[src/rtl/npc_pkg.sv]
package npc_pkg;

   localparam int OPC_W = 6;
   localparam int FN_W  = 6;
   localparam int SUB_W = 5;

   localparam logic [OPC_W-1:0] OPC_REGGRP  = 6'd0;
   localparam logic [OPC_W-1:0] OPC_SIGNGRP = 6'd1;
   localparam logic [OPC_W-1:0] OPC_JUMP    = 6'd2;
   localparam logic [OPC_W-1:0] OPC_JLINK   = 6'd3;
   localparam logic [OPC_W-1:0] OPC_BR_EQ   = 6'd4;
   localparam logic [OPC_W-1:0] OPC_BR_NE   = 6'd5;
   localparam logic [OPC_W-1:0] OPC_BR_LEZ  = 6'd6;
   localparam logic [OPC_W-1:0] OPC_BR_GTZ  = 6'd7;

   localparam logic [FN_W-1:0]  FN_REGJUMP  = 6'h08;

   localparam logic [SUB_W-1:0] SUB_LTZ     = 5'd0;
   localparam logic [SUB_W-1:0] SUB_GEZ     = 5'd1;

   typedef enum logic [1:0] {
      SEL_SEQ,
      SEL_ABS,
      SEL_REG,
      SEL_REL
   } tgt_sel_e;

   typedef enum logic [2:0] {
      CND_NONE,
      CND_ALWAYS,
      CND_EQ,
      CND_NE,
      CND_LEZ,
      CND_GTZ,
      CND_LTZ,
      CND_GEZ
   } cond_e;

   typedef struct packed {
      tgt_sel_e sel;
      cond_e    cond;
   } flow_t;

endpackage

[src/rtl/npc_decode.sv]
module npc_decode
   import npc_pkg::*;
(
   input  logic [OPC_W-1:0] opcode,
   input  logic [SUB_W-1:0] subop,
   input  logic [FN_W-1:0]  funct,
   output flow_t            flow
);

   always_comb begin
      flow.sel  = SEL_SEQ;
      flow.cond = CND_NONE;
      unique case (opcode)
         OPC_REGGRP: begin
            if (funct == FN_REGJUMP) begin
               flow.sel  = SEL_REG;
               flow.cond = CND_ALWAYS;
            end
         end
         OPC_SIGNGRP: begin
            if (subop == SUB_LTZ) begin
               flow.sel  = SEL_REL;
               flow.cond = CND_LTZ;
            end else if (subop == SUB_GEZ) begin
               flow.sel  = SEL_REL;
               flow.cond = CND_GEZ;
            end
         end
         OPC_JUMP, OPC_JLINK: begin
            flow.sel  = SEL_ABS;
            flow.cond = CND_ALWAYS;
         end
         OPC_BR_EQ: begin
            flow.sel  = SEL_REL;
            flow.cond = CND_EQ;
         end
         OPC_BR_NE: begin
            flow.sel  = SEL_REL;
            flow.cond = CND_NE;
         end
         OPC_BR_LEZ: begin
            flow.sel  = SEL_REL;
            flow.cond = CND_LEZ;
         end
         OPC_BR_GTZ: begin
            flow.sel  = SEL_REL;
            flow.cond = CND_GTZ;
         end
         default: begin
            flow.sel  = SEL_SEQ;
            flow.cond = CND_NONE;
         end
      endcase
   end

endmodule

[src/rtl/npc_cond.sv]
module npc_cond
   import npc_pkg::*;
#(
   parameter int XLEN = 32
) (
   input  cond_e             cond,
   input  logic [XLEN-1:0]   opnd_a,
   input  logic [XLEN-1:0]   opnd_b,
   output logic              pass
);

   logic a_neg;
   logic a_zero;
   logic same;

   assign a_neg  = opnd_a[XLEN-1];
   assign a_zero = (opnd_a == '0);
   assign same   = (opnd_a == opnd_b);

   always_comb begin
      unique case (cond)
         CND_ALWAYS: pass = 1'b1;
         CND_EQ:     pass = same;
         CND_NE:     pass = !same;
         CND_LEZ:    pass = a_neg || a_zero;
         CND_GTZ:    pass = !a_neg && !a_zero;
         CND_LTZ:    pass = a_neg;
         CND_GEZ:    pass = !a_neg;
         default:    pass = 1'b0;
      endcase
   end

endmodule

[src/rtl/npc_target.sv]
module npc_target
   import npc_pkg::*;
#(
   parameter int XLEN         = 32,
   parameter int IMM_W        = 16,
   parameter int TGT_W        = 26,
   parameter bit SHARED_ADDER = 1'b0
) (
   input  logic [XLEN-1:0]  pc,
   input  logic [IMM_W-1:0] imm,
   input  logic [TGT_W-1:0] jtgt,
   input  logic [XLEN-1:0]  reg_val,
   input  tgt_sel_e         sel,
   input  logic             pass,
   output logic [XLEN-1:0]  next,
   output logic             taken
);

   localparam int HI_W  = XLEN - TGT_W - 2;
   localparam int EXT_W = XLEN - IMM_W - 2;
   localparam logic [XLEN-1:0] WORD_STEP = {{(XLEN-3){1'b0}}, 3'b100};

   logic [XLEN-1:0] offs;
   logic [XLEN-1:0] seq_addr;
   logic [XLEN-1:0] rel_addr;
   logic [XLEN-1:0] abs_addr;
   logic            take_rel;

   assign offs     = {{EXT_W{imm[IMM_W-1]}}, imm, 2'b00};
   assign take_rel = (sel == SEL_REL) && pass;

   generate
      if (SHARED_ADDER) begin : g_shared
         logic [XLEN-1:0] sum;
         assign sum      = pc + WORD_STEP + (take_rel ? offs : '0);
         assign seq_addr = sum;
         assign rel_addr = sum;
      end else begin : g_parallel
         assign seq_addr = pc + WORD_STEP;
         assign rel_addr = seq_addr + offs;
      end
   endgenerate

   assign abs_addr = {seq_addr[XLEN-1 -: HI_W], jtgt, 2'b00};

   always_comb begin
      next  = seq_addr;
      taken = 1'b0;
      unique case (sel)
         SEL_ABS: begin
            next  = abs_addr;
            taken = 1'b1;
         end
         SEL_REG: begin
            next  = reg_val;
            taken = 1'b1;
         end
         SEL_REL: begin
            if (take_rel) begin
               next  = rel_addr;
               taken = 1'b1;
            end
         end
         default: begin
            next  = seq_addr;
            taken = 1'b0;
         end
      endcase
   end

endmodule

[src/rtl/npc_unit.sv]
module npc_unit
   import npc_pkg::*;
#(
   parameter int          XLEN         = 32,
   parameter int          IMM_W        = 16,
   parameter int          TGT_W        = 26,
   parameter bit          SHARED_ADDER = 1'b0,
   parameter logic [31:0] RESET_ADDR   = 32'h0000_0000
) (
   input  logic            clk,
   input  logic            rst_n,
   input  logic            step_en,
   input  logic [XLEN-1:0] instr,
   input  logic [XLEN-1:0] reg_a,
   input  logic [XLEN-1:0] reg_b,
   output logic [XLEN-1:0] pc_q,
   output logic [XLEN-1:0] pc_next,
   output logic            taken
);

   localparam int SUB_LO = IMM_W;
   localparam int FN_LO  = 0;

   generate
      if (XLEN != OPC_W + TGT_W) begin : g_bad_jump_layout
         $error("npc_unit: XLEN must equal opcode width plus jump target width");
      end
      if (IMM_W + 2 > XLEN) begin : g_bad_imm
         $error("npc_unit: immediate too wide for XLEN");
      end
      if (TGT_W + 2 >= XLEN) begin : g_bad_tgt
         $error("npc_unit: jump target leaves no upper PC bits");
      end
      if (IMM_W + SUB_W > TGT_W) begin : g_bad_fields
         $error("npc_unit: sub-opcode field overlaps the opcode");
      end
   endgenerate

   flow_t flow;
   logic  cond_pass;

   npc_decode u_decode (
      .opcode (instr[XLEN-1 -: OPC_W]),
      .subop  (instr[SUB_LO +: SUB_W]),
      .funct  (instr[FN_LO +: FN_W]),
      .flow   (flow)
   );

   npc_cond #(
      .XLEN (XLEN)
   ) u_cond (
      .cond   (flow.cond),
      .opnd_a (reg_a),
      .opnd_b (reg_b),
      .pass   (cond_pass)
   );

   npc_target #(
      .XLEN         (XLEN),
      .IMM_W        (IMM_W),
      .TGT_W        (TGT_W),
      .SHARED_ADDER (SHARED_ADDER)
   ) u_target (
      .pc      (pc_q),
      .imm     (instr[IMM_W-1:0]),
      .jtgt    (instr[TGT_W-1:0]),
      .reg_val (reg_a),
      .sel     (flow.sel),
      .pass    (cond_pass),
      .next    (pc_next),
      .taken   (taken)
   );

   always_ff @(posedge clk or negedge rst_n) begin
      if (!rst_n) begin
         pc_q <= XLEN'(RESET_ADDR);
      end else if (step_en) begin
         pc_q <= pc_next;
      end
   end

endmodule

[config.mk]
export PLATFORM = sky130hd
export DESIGN_NAME = npc_unit
export DESIGN_NICKNAME = d
export VERILOG_FILES = /design/src/rtl/npc_pkg.sv /design/src/rtl/npc_decode.sv /design/src/rtl/npc_cond.sv /design/src/rtl/npc_target.sv /design/src/rtl/npc_unit.sv
export SDC_FILE = /design/constraint.sdc
export NUM_CORES = 1
export LEC_CHECK = 0
export ABC_AREA = 1
export CAP_MARGIN = 20
export CELL_PAD_IN_SITES_DETAIL_PLACEMENT = 1
export CELL_PAD_IN_SITES_GLOBAL_PLACEMENT = 1
export CORE_UTILIZATION = 30
export CTS_CLUSTER_SIZE = 25
export DETAILED_ROUTE_END_ITERATION = 7
export PLACE_DENSITY = 0.78
export SYNTH_ARGS = -nofsm -noshare
export SYNTH_HDL_FRONTEND = slang
export SYNTH_HIERARCHICAL = 1
export SYNTH_SLANG_ARGS = --single-unit
[constraint.sdc]
create_clock -name clk -period 3.2 [get_ports clk]
set_input_delay 0.64 -clock clk [delete_from_list [all_inputs] [get_ports clk]]
set_output_delay 0.64 -clock clk [all_outputs]
set_load 0.02 [all_outputs]
==> impl_metrics.ini, run 1 <==
[clocking]
numCtsBuffers = 5
clockRootBuffer = sky130_fd_sc_hd__clkbuf_16
cts-root-to-sink-buffers = 2
ctsHtreeMaxLevel = 2
cts_num_sinks = 32

[placed_design]
place_congestion = 0.956
buffer_ports.inserted = 163
dp_hpwl_um = 29500

[run_status]
outcome = did not finish
stage_at_which_the_run_stopped = global routing (5_1_grt)
tool.error = [ERROR GRT-0232] Routing congestion too high. Check the congestion heatmap in the GUI.

[die]
floorplan.initialDensity = 0.310
chipWidth_um = 147
pin_count = 164
floorplan.rows = 52
chipHeight_um = 147

[sta]
worst_endpoint = pc_next[25]
worstEpCategory = output port

[logic_synthesis]
async_flop_share = 1.00
synthesis.instances = 1150
synth-seq-cells = 32
netlist-cell-type-count = 52
synth_edf_count = 0
netlist_area_um2 = 6330
yosysSeqAreaShare = 0.127
main_synth_ff_type = sky130_fd_sc_hd__dfrtp_1
yosysWarningCount = 6
post_synth.cell_area_avg_um2 = 5.50
mappedNetlistNets = 1288

[global_routing]
global_route.overflow_total = 303
grt_start_max_net_pins = 33
grt_use_total = 0.743
-- per-layer routing --
| layer | overflow | track usage |
|---|---|---|
| met1 | 3 | 0.718 |
| met2 | 208 | 0.983 |
| met3 | 1 | 0.517 |
| met4 | 91 | 0.809 |
| met5 | 0 | 0.105 |
-- per-stage QoR --
stage	cells	cell area [µm²]	util	setup WS (ns)	hold WS [ns]
after CTS	1899	12500	0.613	-0.747	0.520
after detailed placement	1837	10500	0.512	-1.39	0.502
after global placement	1837	10500	0.512	-1.30	0.495
after floorplan	1150	6520	-	-0.214	0.344
-- synthesized netlist by cell type (2+ instances only) --
cell                       number  share of area
sky130_fd_sc_hd__o211ai_1       4         0.0047
sky130_fd_sc_hd__o21bai_1       2         0.0024
sky130_fd_sc_hd__nand4_1       13          0.013
sky130_fd_sc_hd__o21ai_1        3         0.0024
sky130_fd_sc_hd__xor2_1        12          0.017
sky130_fd_sc_hd__nand2_1      457           0.27
sky130_fd_sc_hd__nand3_2        3         0.0047
sky130_fd_sc_hd__buf_6          3         0.0053
sky130_fd_sc_hd__nor3_2         3         0.0047
sky130_fd_sc_hd__buf_2          2         0.0016
sky130_fd_sc_hd__a21oi_1       40          0.032
sky130_fd_sc_hd__a21o_1         2         0.0024
sky130_fd_sc_hd__dfrtp_1       32           0.13
sky130_fd_sc_hd__inv_2          4         0.0024
sky130_fd_sc_hd__nor2_2         6         0.0059
sky130_fd_sc_hd__a21boi_0       2         0.0024
sky130_fd_sc_hd__a221oi_1       5         0.0069
sky130_fd_sc_hd__clkbuf_1      10         0.0059
sky130_fd_sc_hd__a22o_1        13          0.018
sky130_fd_sc_hd__nor3_1        13          0.010
sky130_fd_sc_hd__xnor2_1       30          0.042
sky130_fd_sc_hd__o21ai_0       37          0.029
sky130_fd_sc_hd__o22ai_1        2         0.0020
sky130_fd_sc_hd__nor4_1         2         0.0020
sky130_fd_sc_hd__inv_1        162          0.096
sky130_fd_sc_hd__clkbuf_8       3         0.0065
sky130_fd_sc_hd__or2_1          2         0.0020
sky130_fd_sc_hd__nand2_2       20          0.020
sky130_fd_sc_hd__and3_1         2         0.0020
sky130_fd_sc_hd__nand3b_1       9          0.011
sky130_fd_sc_hd__and2_1         5         0.0049
sky130_fd_sc_hd__ha_1          38          0.075
sky130_fd_sc_hd__nand3_1       78          0.062
sky130_fd_sc_hd__nor2_1       105          0.062
sky130_fd_sc_hd__nor2_4         9          0.016
-- cells by family after synthesis --
family,count (synthesis),synth area share
and+or+nand+nor,733,0.502
buffers and inverters,189,0.125
AOI/OAI and AO/OA,114,0.108
xor gates and xnor gates,43,0.0607
adders and majority gates,39,0.0783
DFF,32,0.127
-- what timing repair did --
| item | in CTS |
|---|---|
| hold buffers | 0 |
| buffers inserted | 55 |
| pin swaps | 176 |
| gates resized for setup | 679 |
| cloned | 0 |
| endpoints found under the setup margin | 61 |
| hold endpoints to repair | 0 |
==> run 2, diff against run 1 <==
Settings changed: CELL_PAD_IN_SITES_DETAIL_PLACEMENT 1 to unset, CELL_PAD_IN_SITES_GLOBAL_PLACEMENT 1 to unset, CORE_UTILIZATION 30 to 40, CTS_CLUSTER_SIZE 25 to unset, PLACE_DENSITY 0.78 to unset, PLACE_DENSITY_LB_ADDON set to 0.15.
Clock period 3.2 ns to 4.15 ns, I/O delays scaled along.
==> impl_metrics.ini, run 2 <==
[cells_and_area]
nNetsFinal = 1742
layout_top_registers = pc_q: 32 flops
final_cell_mix = 377 x sky130_fd_sc_hd__nand2_1, 299 x sky130_fd_sc_hd__buf_4, 140 x sky130_fd_sc_hd__inv_1
largest-register = pc_q
fill_cell_total_of_the_finished_layout = 1184
antenna-diode-count = 0
post_route_cells_drive_above_1_share = 0.405
area_delta_synth_final_pct = 88.1
final_cells = 1815
layout.cells.most_common = sky130_fd_sc_hd__nand2_1
layout.cell_area.non_filler_um2 = 11900
flip_flop_count_of_the_largest_register_after_layout = 32

[logic_synthesis]
synth_edf_count = 0
post_synth.cell_area_avg_um2 = 5.50
synth_commonest_cells = 457 x sky130_fd_sc_hd__nand2_1, 162 x sky130_fd_sc_hd__inv_1, 105 x sky130_fd_sc_hd__nor2_1, 78 x sky130_fd_sc_hd__nand3_1, 40 x sky130_fd_sc_hd__a21oi_1
main_synth_ff_type = sky130_fd_sc_hd__dfrtp_1
yosysWarningCount = 6
netlist_area_um2 = 6330
synth-seq-cells = 32
post-synth-top-count-cell = sky130_fd_sc_hd__nand2_1
largest_area_contributor_in_the_netlist = sky130_fd_sc_hd__nand2_1
netlist-cell-type-count = 52
async_flop_share = 1.00
most_area_consuming_cells_after_synthesis = sky130_fd_sc_hd__nand2_1 27%, sky130_fd_sc_hd__dfrtp_1 13%, sky130_fd_sc_hd__inv_1 9.6%, sky130_fd_sc_hd__ha_1 7.5%, sky130_fd_sc_hd__nor2_1 6.2%
mappedNetlistNets = 1288
yosysSeqAreaShare = 0.127
yosys.area.top_type_share = 0.271
synthesis.instances = 1150

[placed_design]
post_dp_cell_area_um2 = 10200
place_congestion = 1.00
numPlacedInstances = 1774
buffer_ports.inserted = 163
dp_hpwl_um = 23500

[routing]
vias_per_cell = 5.16
drt_first_iter_violations = 789
via_count = 9362
routedWlPerCell_um = 16.6
drc_errors = 0
detail_route.first_pass.iterations = 6
antenna_violating_nets_post_route = 0
totalWireLength_um = 30200

[worst_setup_path]
cp_slowest_stage_delay_ns = 0.41
ff2ff_path_depth = 25
critPathArrivalTime_ns = 3.40
launch_point_of_the_critical_path = pc_q[7]$_DFFE_PN0P_
worst-setup-path-type = flip-flop to output port
regToRegEndpoint = pc_q[25]$_DFFE_PN0P_
worst_path_max_delay_cell = sky130_fd_sc_hd__dfrtp_2
rrSetupSlack_ns = 0.77
timing.critical_path.from_type = flip-flop
crit_chain = nand4_1 -> buf_4 -> nor2_1 -> buf_4 -> nor2_1 -> a21oi_1 -> buf_4 -> ha_4 -> nand2_2 -> inv_1 -> nand2_1 -> nand2_1 -> inv_1 -> nand3_2 -> nand2_1 -> nand3_1 -> nand3_1 -> nand2_1 -> a21oi_2 -> buf_4
cp_max_fo = 5
launching_point_of_the_worst_reg2reg_path = pc_q[3]$_DFFE_PN0P_
timing.critical_path.to_type = output port
worstPathRequired_ns = 3.32

[clocking]
cts_num_sinks = 32
ctsHtreeMaxLevel = 2
cts_tree = yes
numCtsBuffers = 5
clkLatencyLatePin_ns = 0.28
cts-root-to-sink-buffers = 2
cts_hold_buf = 0
clockRootBuffer = sky130_fd_sc_hd__clkbuf_16
clkTransAtPathRegs_ns = 0.05

[global_routing]
grt_antenna_before_repair = 0
grt_start_max_net_pins = 33
global_route.overflow_total = 0
grt_use_total = 0.347
first_global_vias = 8594
wire_length_of_the_first_global_routing_pass_um = 43500

[die]
chipWidth_um = 128
core_area_um2 = 15300
die_area_um2 = 16300
chipHeight_um = 128
floorplan.initialDensity = 0.413
pin_count = 164
floorplan.rows = 45

[sta]
timing.clock.skew_ns = 0.00242
hold_viol_final = 0
clock.fmax_mhz = 236
setup_repair_after_global_routing_missed_its_margin = true
timing_max_transition_violations_final = 0
pin_slew_with_the_least_headroom_to_its_limit_ns = 0.801
finalWorstPathRequiredPeriod_ns = 4.23
layout_setup_ws_ns = -0.0821
setup-violations-final = 5
maxSlewHeadroom = 0.464
final_min_period_over_clock_period = 1.02

[run_status]
outcome = finished, violations left
violations = negative setup slack

[power]
irDropWorstVdd_uv = 231
cellLeakagePower_nw = 6.21
pwr_density_nw_per_um2 = 258

[min_path]
holdPathStages = 2
hold_class = flip-flop to flip-flop
timing.hold.worst.start = pc_q[1]$_DFFE_PN0P_
timing.hold.worst_endpoint = pc_q[1]$_DFFE_PN0P_

[run]
max_cap_violations = 0
## run 2: cell counts after synthesis
No cell type changed its count.
## run 2: kinds of logic (layout without fill, tap and decap cells)
| logic type | Yosys count | count (layout) | share of synthesized area |
|---|---|---|---|
| XOR/XNOR | 43 | 43 | 0.0607 |
| AO/OA/AOI/OAI | 114 | 114 | 0.108 |
| flip-flops | 32 | 32 | 0.127 |
| adder cells (fa/ha/maj) | 39 | 39 | 0.0783 |
| AND/OR/NAND/NOR | 733 | 733 | 0.502 |
| buffers and inverters | 189 | 643 | 0.125 |
## run 2: metal layers
metal,track usage,vias to the layer above,wire length [µm]
li1,-,4528,-
met1,0.421,4310,11900
met2,0.610,429,14800
met3,0.0509,95,2030
met4,0.148,0,1490
met5,0,-,0
## run 2: worst max path at each step
stage	to	slack [ns]	cells past startpoint
floorplan	pc_next[27]	0.18	18
CTS	pc_next[18]	-0.02	21
global placement	pc_next[6]	-0.88	16
detailed placement	pc_next[6]	-0.94	16
global route	pc_next[27]	-0.22	20
finish	pc_next[27]	-0.08	20
## run 2: layout make-up
class,instances,area [µm²],share of cell area
clock inverter,1,5.00,0.000420
sequential,32,808,0.0679
timing repair buffer,469,4020,0.337
tap,211,264,0.0222
multi-input combinational,929,6030,0.507
clock buffer,6,129,0.0108
inverter,167,647,0.0543
## run 2: repair_timing
item | CTS | global route
gates cloned | 1 | 0
pin swaps | 28 | 106
buffers inserted | 13 | 22
endpoints found under the hold margin | 0 | 0
resized for setup | 288 | 253
setup endpoints to repair | 33 | 31
## run 2: critical path, delay by kind of cell, from the launching register on
| kind | cells | cell delay (ns) |
|---|---|---|
| flops | 1 | 0.41 |
| compound gates | 2 | 0.32 |
| buf+inv | 6 | 0.86 |
| simple gates | 11 | 1.30 |
| fa+ha+maj | 1 | 0.21 |
## run 2: metrics by stage
step           power, mW  hold slack (ns)  utilization  TNS [ns]  setup WS, ns
2_1_floorplan       1.25            0.534            -         0         0.183
3_3_place_gp        2.26            0.523        0.663    -20.59        -0.877
3_5_place_dp        2.27            0.522        0.663    -22.59        -0.935
4_1_cts             2.72            0.541        0.704   -0.0424       -0.0206
5_1_grt             3.25            0.577        0.777     -2.94        -0.222
6_report            3.07            0.544        0.777    -0.165       -0.0821
## run 2: power by group
part	internal (mW)	leakage, nW	switching, mW	total, mW
combinational	1.08	5.72	1.21	2.30
clock	0.218	0.0667	0.129	0.347
sequential	0.364	0.418	0.0602	0.424
total	1.67	6.21	1.40	3.07
Power figures use the tool's default switching activity.
==> run 3, diff against run 2 <==
Settings changed: RECOVER_POWER set to 50.
==> impl_metrics.ini, run 3 (same netlist as run 2, synthesis figures left out) <==
[die]
chipWidth_um = 128
floorplan.rows = 45
core_area_um2 = 15300
floorplan.initialDensity = 0.413
pin_count = 164
chipHeight_um = 128
die_area_um2 = 16300

[min_path]
holdPathStages = 2
hold_class = flip-flop to flip-flop
timing.hold.worst.start = pc_q[0]$_DFFE_PN0P_
timing.hold.worst_endpoint = pc_q[0]$_DFFE_PN0P_

[sta]
holdWs_ns = 0.536
clock.fmax_mhz = 237
finalWorstPathRequiredPeriod_ns = 4.22
setup-violations-final = 5
tns_ns = -0.154
maxSlewHeadroom = -0.215
final_min_period_over_clock_period = 1.02
setup_repair_after_global_routing_missed_its_margin = true
layout_setup_ws_ns = -0.0672
hold_viol_final = 0
timing_max_transition_violations_final = 33
timing.clock.skew_ns = 0.00269
pin_slew_with_the_least_headroom_to_its_limit_ns = 1.82

[cells_and_area]
final_cells = 1815
layout.cells.most_common = sky130_fd_sc_hd__nand2_1
final_cell_mix = 377 x sky130_fd_sc_hd__nand2_1, 298 x sky130_fd_sc_hd__buf_4, 140 x sky130_fd_sc_hd__inv_1
layout_top_registers = pc_q: 32 flops
ff_latch_area_um2 = 808
post_route_cells_drive_above_1_share = 0.405
fill_cell_total_of_the_finished_layout = 1184
flip_flop_count_of_the_largest_register_after_layout = 32
area_delta_synth_final_pct = 88.0
nNetsFinal = 1742
antenna-diode-count = 0
largest-register = pc_q
post-route-util = 0.777
layout.cell_area.non_filler_um2 = 11900
multiInputGateArea_um2 = 6030

[routing]
drt_first_iter_violations = 615
antenna_violating_nets_post_route = 0
detail_route.first_pass.iterations = 5
via_count = 9328
drc_errors = 0
totalWireLength_um = 30200
vias_per_cell = 5.14
routedWlPerCell_um = 16.6

[global_routing]
global_route.overflow_total = 0
first_global_vias = 8594
grt_antenna_before_repair = 0
grt_start_max_net_pins = 33
wire_length_of_the_first_global_routing_pass_um = 43500
grt_use_total = 0.347

[clocking]
clockRootBuffer = sky130_fd_sc_hd__clkbuf_16
clkTransAtPathRegs_ns = 0.05
cts_tree = yes
cts-root-to-sink-buffers = 2
cts_num_sinks = 32
ctsHtreeMaxLevel = 2
clkLatencyLatePin_ns = 0.28
numCtsBuffers = 5

[placed_design]
numPlacedInstances = 1774
place_congestion = 1.00
post_dp_cell_area_um2 = 10200
buffer_ports.inserted = 163
dp_hpwl_um = 23500
place_worst_setup_slack_ns = -0.935

[run_status]
outcome = finished, violations left
violations = max-capacitance violations, max-slew violations, negative setup slack

[worst_setup_path]
rrSetupSlack_ns = 0.76
cp_slowest_stage_delay_ns = 0.41
critPathArrivalTime_ns = 3.39
crit_chain = nand4_1 -> buf_4 -> nor4_4 -> buf_4 -> xor2_2 -> inv_2 -> ha_4 -> nand2_4 -> buf_6 -> inv_1 -> nand2_1 -> nand2_2 -> nand2_1 -> nand2_1 -> a21oi_1 -> nand3_1 -> nand3_1 -> nand2_1 -> a21oi_2 -> buf_4
timing.critical_path.buf_inv = 6
timing.critical_path.to_type = output port
critical_path.top_delay_family = simple AND/OR/NAND/NOR gates
worst-setup-path-type = flip-flop to output port
ff2ff_path_depth = 25
worstPathRequired_ns = 3.32
worst_path_max_delay_cell = sky130_fd_sc_hd__dfrtp_2
cp_max_fo = 5
regToRegEndpoint = pc_q[25]$_DFFE_PN0P_
cpMostUsedCell = sky130_fd_sc_hd__nand2_1
launch_point_of_the_critical_path = pc_q[7]$_DFFE_PN0P_
timing.critical_path.from_type = flip-flop
launching_point_of_the_worst_reg2reg_path = pc_q[3]$_DFFE_PN0P_

[power]
cellLeakagePower_nw = 6.26
irDropWorstVdd_uv = 226
design_power_total_mw = 3.06
pwr_density_nw_per_um2 = 257

[run]
max_cap_violations = 1
[run 3: changes by cell type in the layout (fill, tap and decap cells not counted), sizes merged]
cell,before,now
dlygate4sd3,0,22
buf,336,335
clkdlybuf4s50,109,87
clkbuf,7,8
[run 3: what timing repair did]
action                     in CTS  in global routing
setup buffers                  13                 22
pin swaps                      28                106
setup endpoints to repair      33                 31
gates resized for setup       288                253
cloned                          1                  0
hold buffers                    0                  0
[run 3: cell type report]
| class | count | area share |
|---|---|---|
| flip-flops and latches | 32 | 0.0679 |
| multi-input cells | 929 | 0.507 |
| clock inverters | 1 | 0.000421 |
| inverters | 167 | 0.0544 |
| repair buffers | 469 | 0.337 |
| well taps | 211 | 0.0222 |
| clock buffers | 6 | 0.0108 |
[run 3: worst max path at each step]
stage | slack (ns) | cells past startpoint | to
finish | -0.07 | 20 | pc_next[27]
global route | -0.22 | 20 | pc_next[27]
CTS | -0.02 | 21 | pc_next[18]
detailed placement | -0.94 | 16 | pc_next[6]
global placement | -0.88 | 16 | pc_next[6]
floorplan | 0.18 | 18 | pc_next[27]
[run 3: report_power, final]
part / total, mW / switching, mW / internal [mW]
combinational: 2.29 / 1.21 / 1.07
sequential: 0.424 / 0.0599 / 0.364
clock: 0.347 / 0.129 / 0.218
[run 3: metal layers]
layer	track usage	vias up	wire (µm)
li1	-	4526	-
met1	0.421	4291	12100
met2	0.610	408	14700
met3	0.0509	103	1810
met4	0.148	0	1560
met5	0	-	0
[run 3: tightest hold or removal path, cell delays in order (launching register included)]
cell,delay (ns)
sky130_fd_sc_hd__dfrtp_1,0.39
sky130_fd_sc_hd__nand2_2,0.06
sky130_fd_sc_hd__nand2_1,0.05
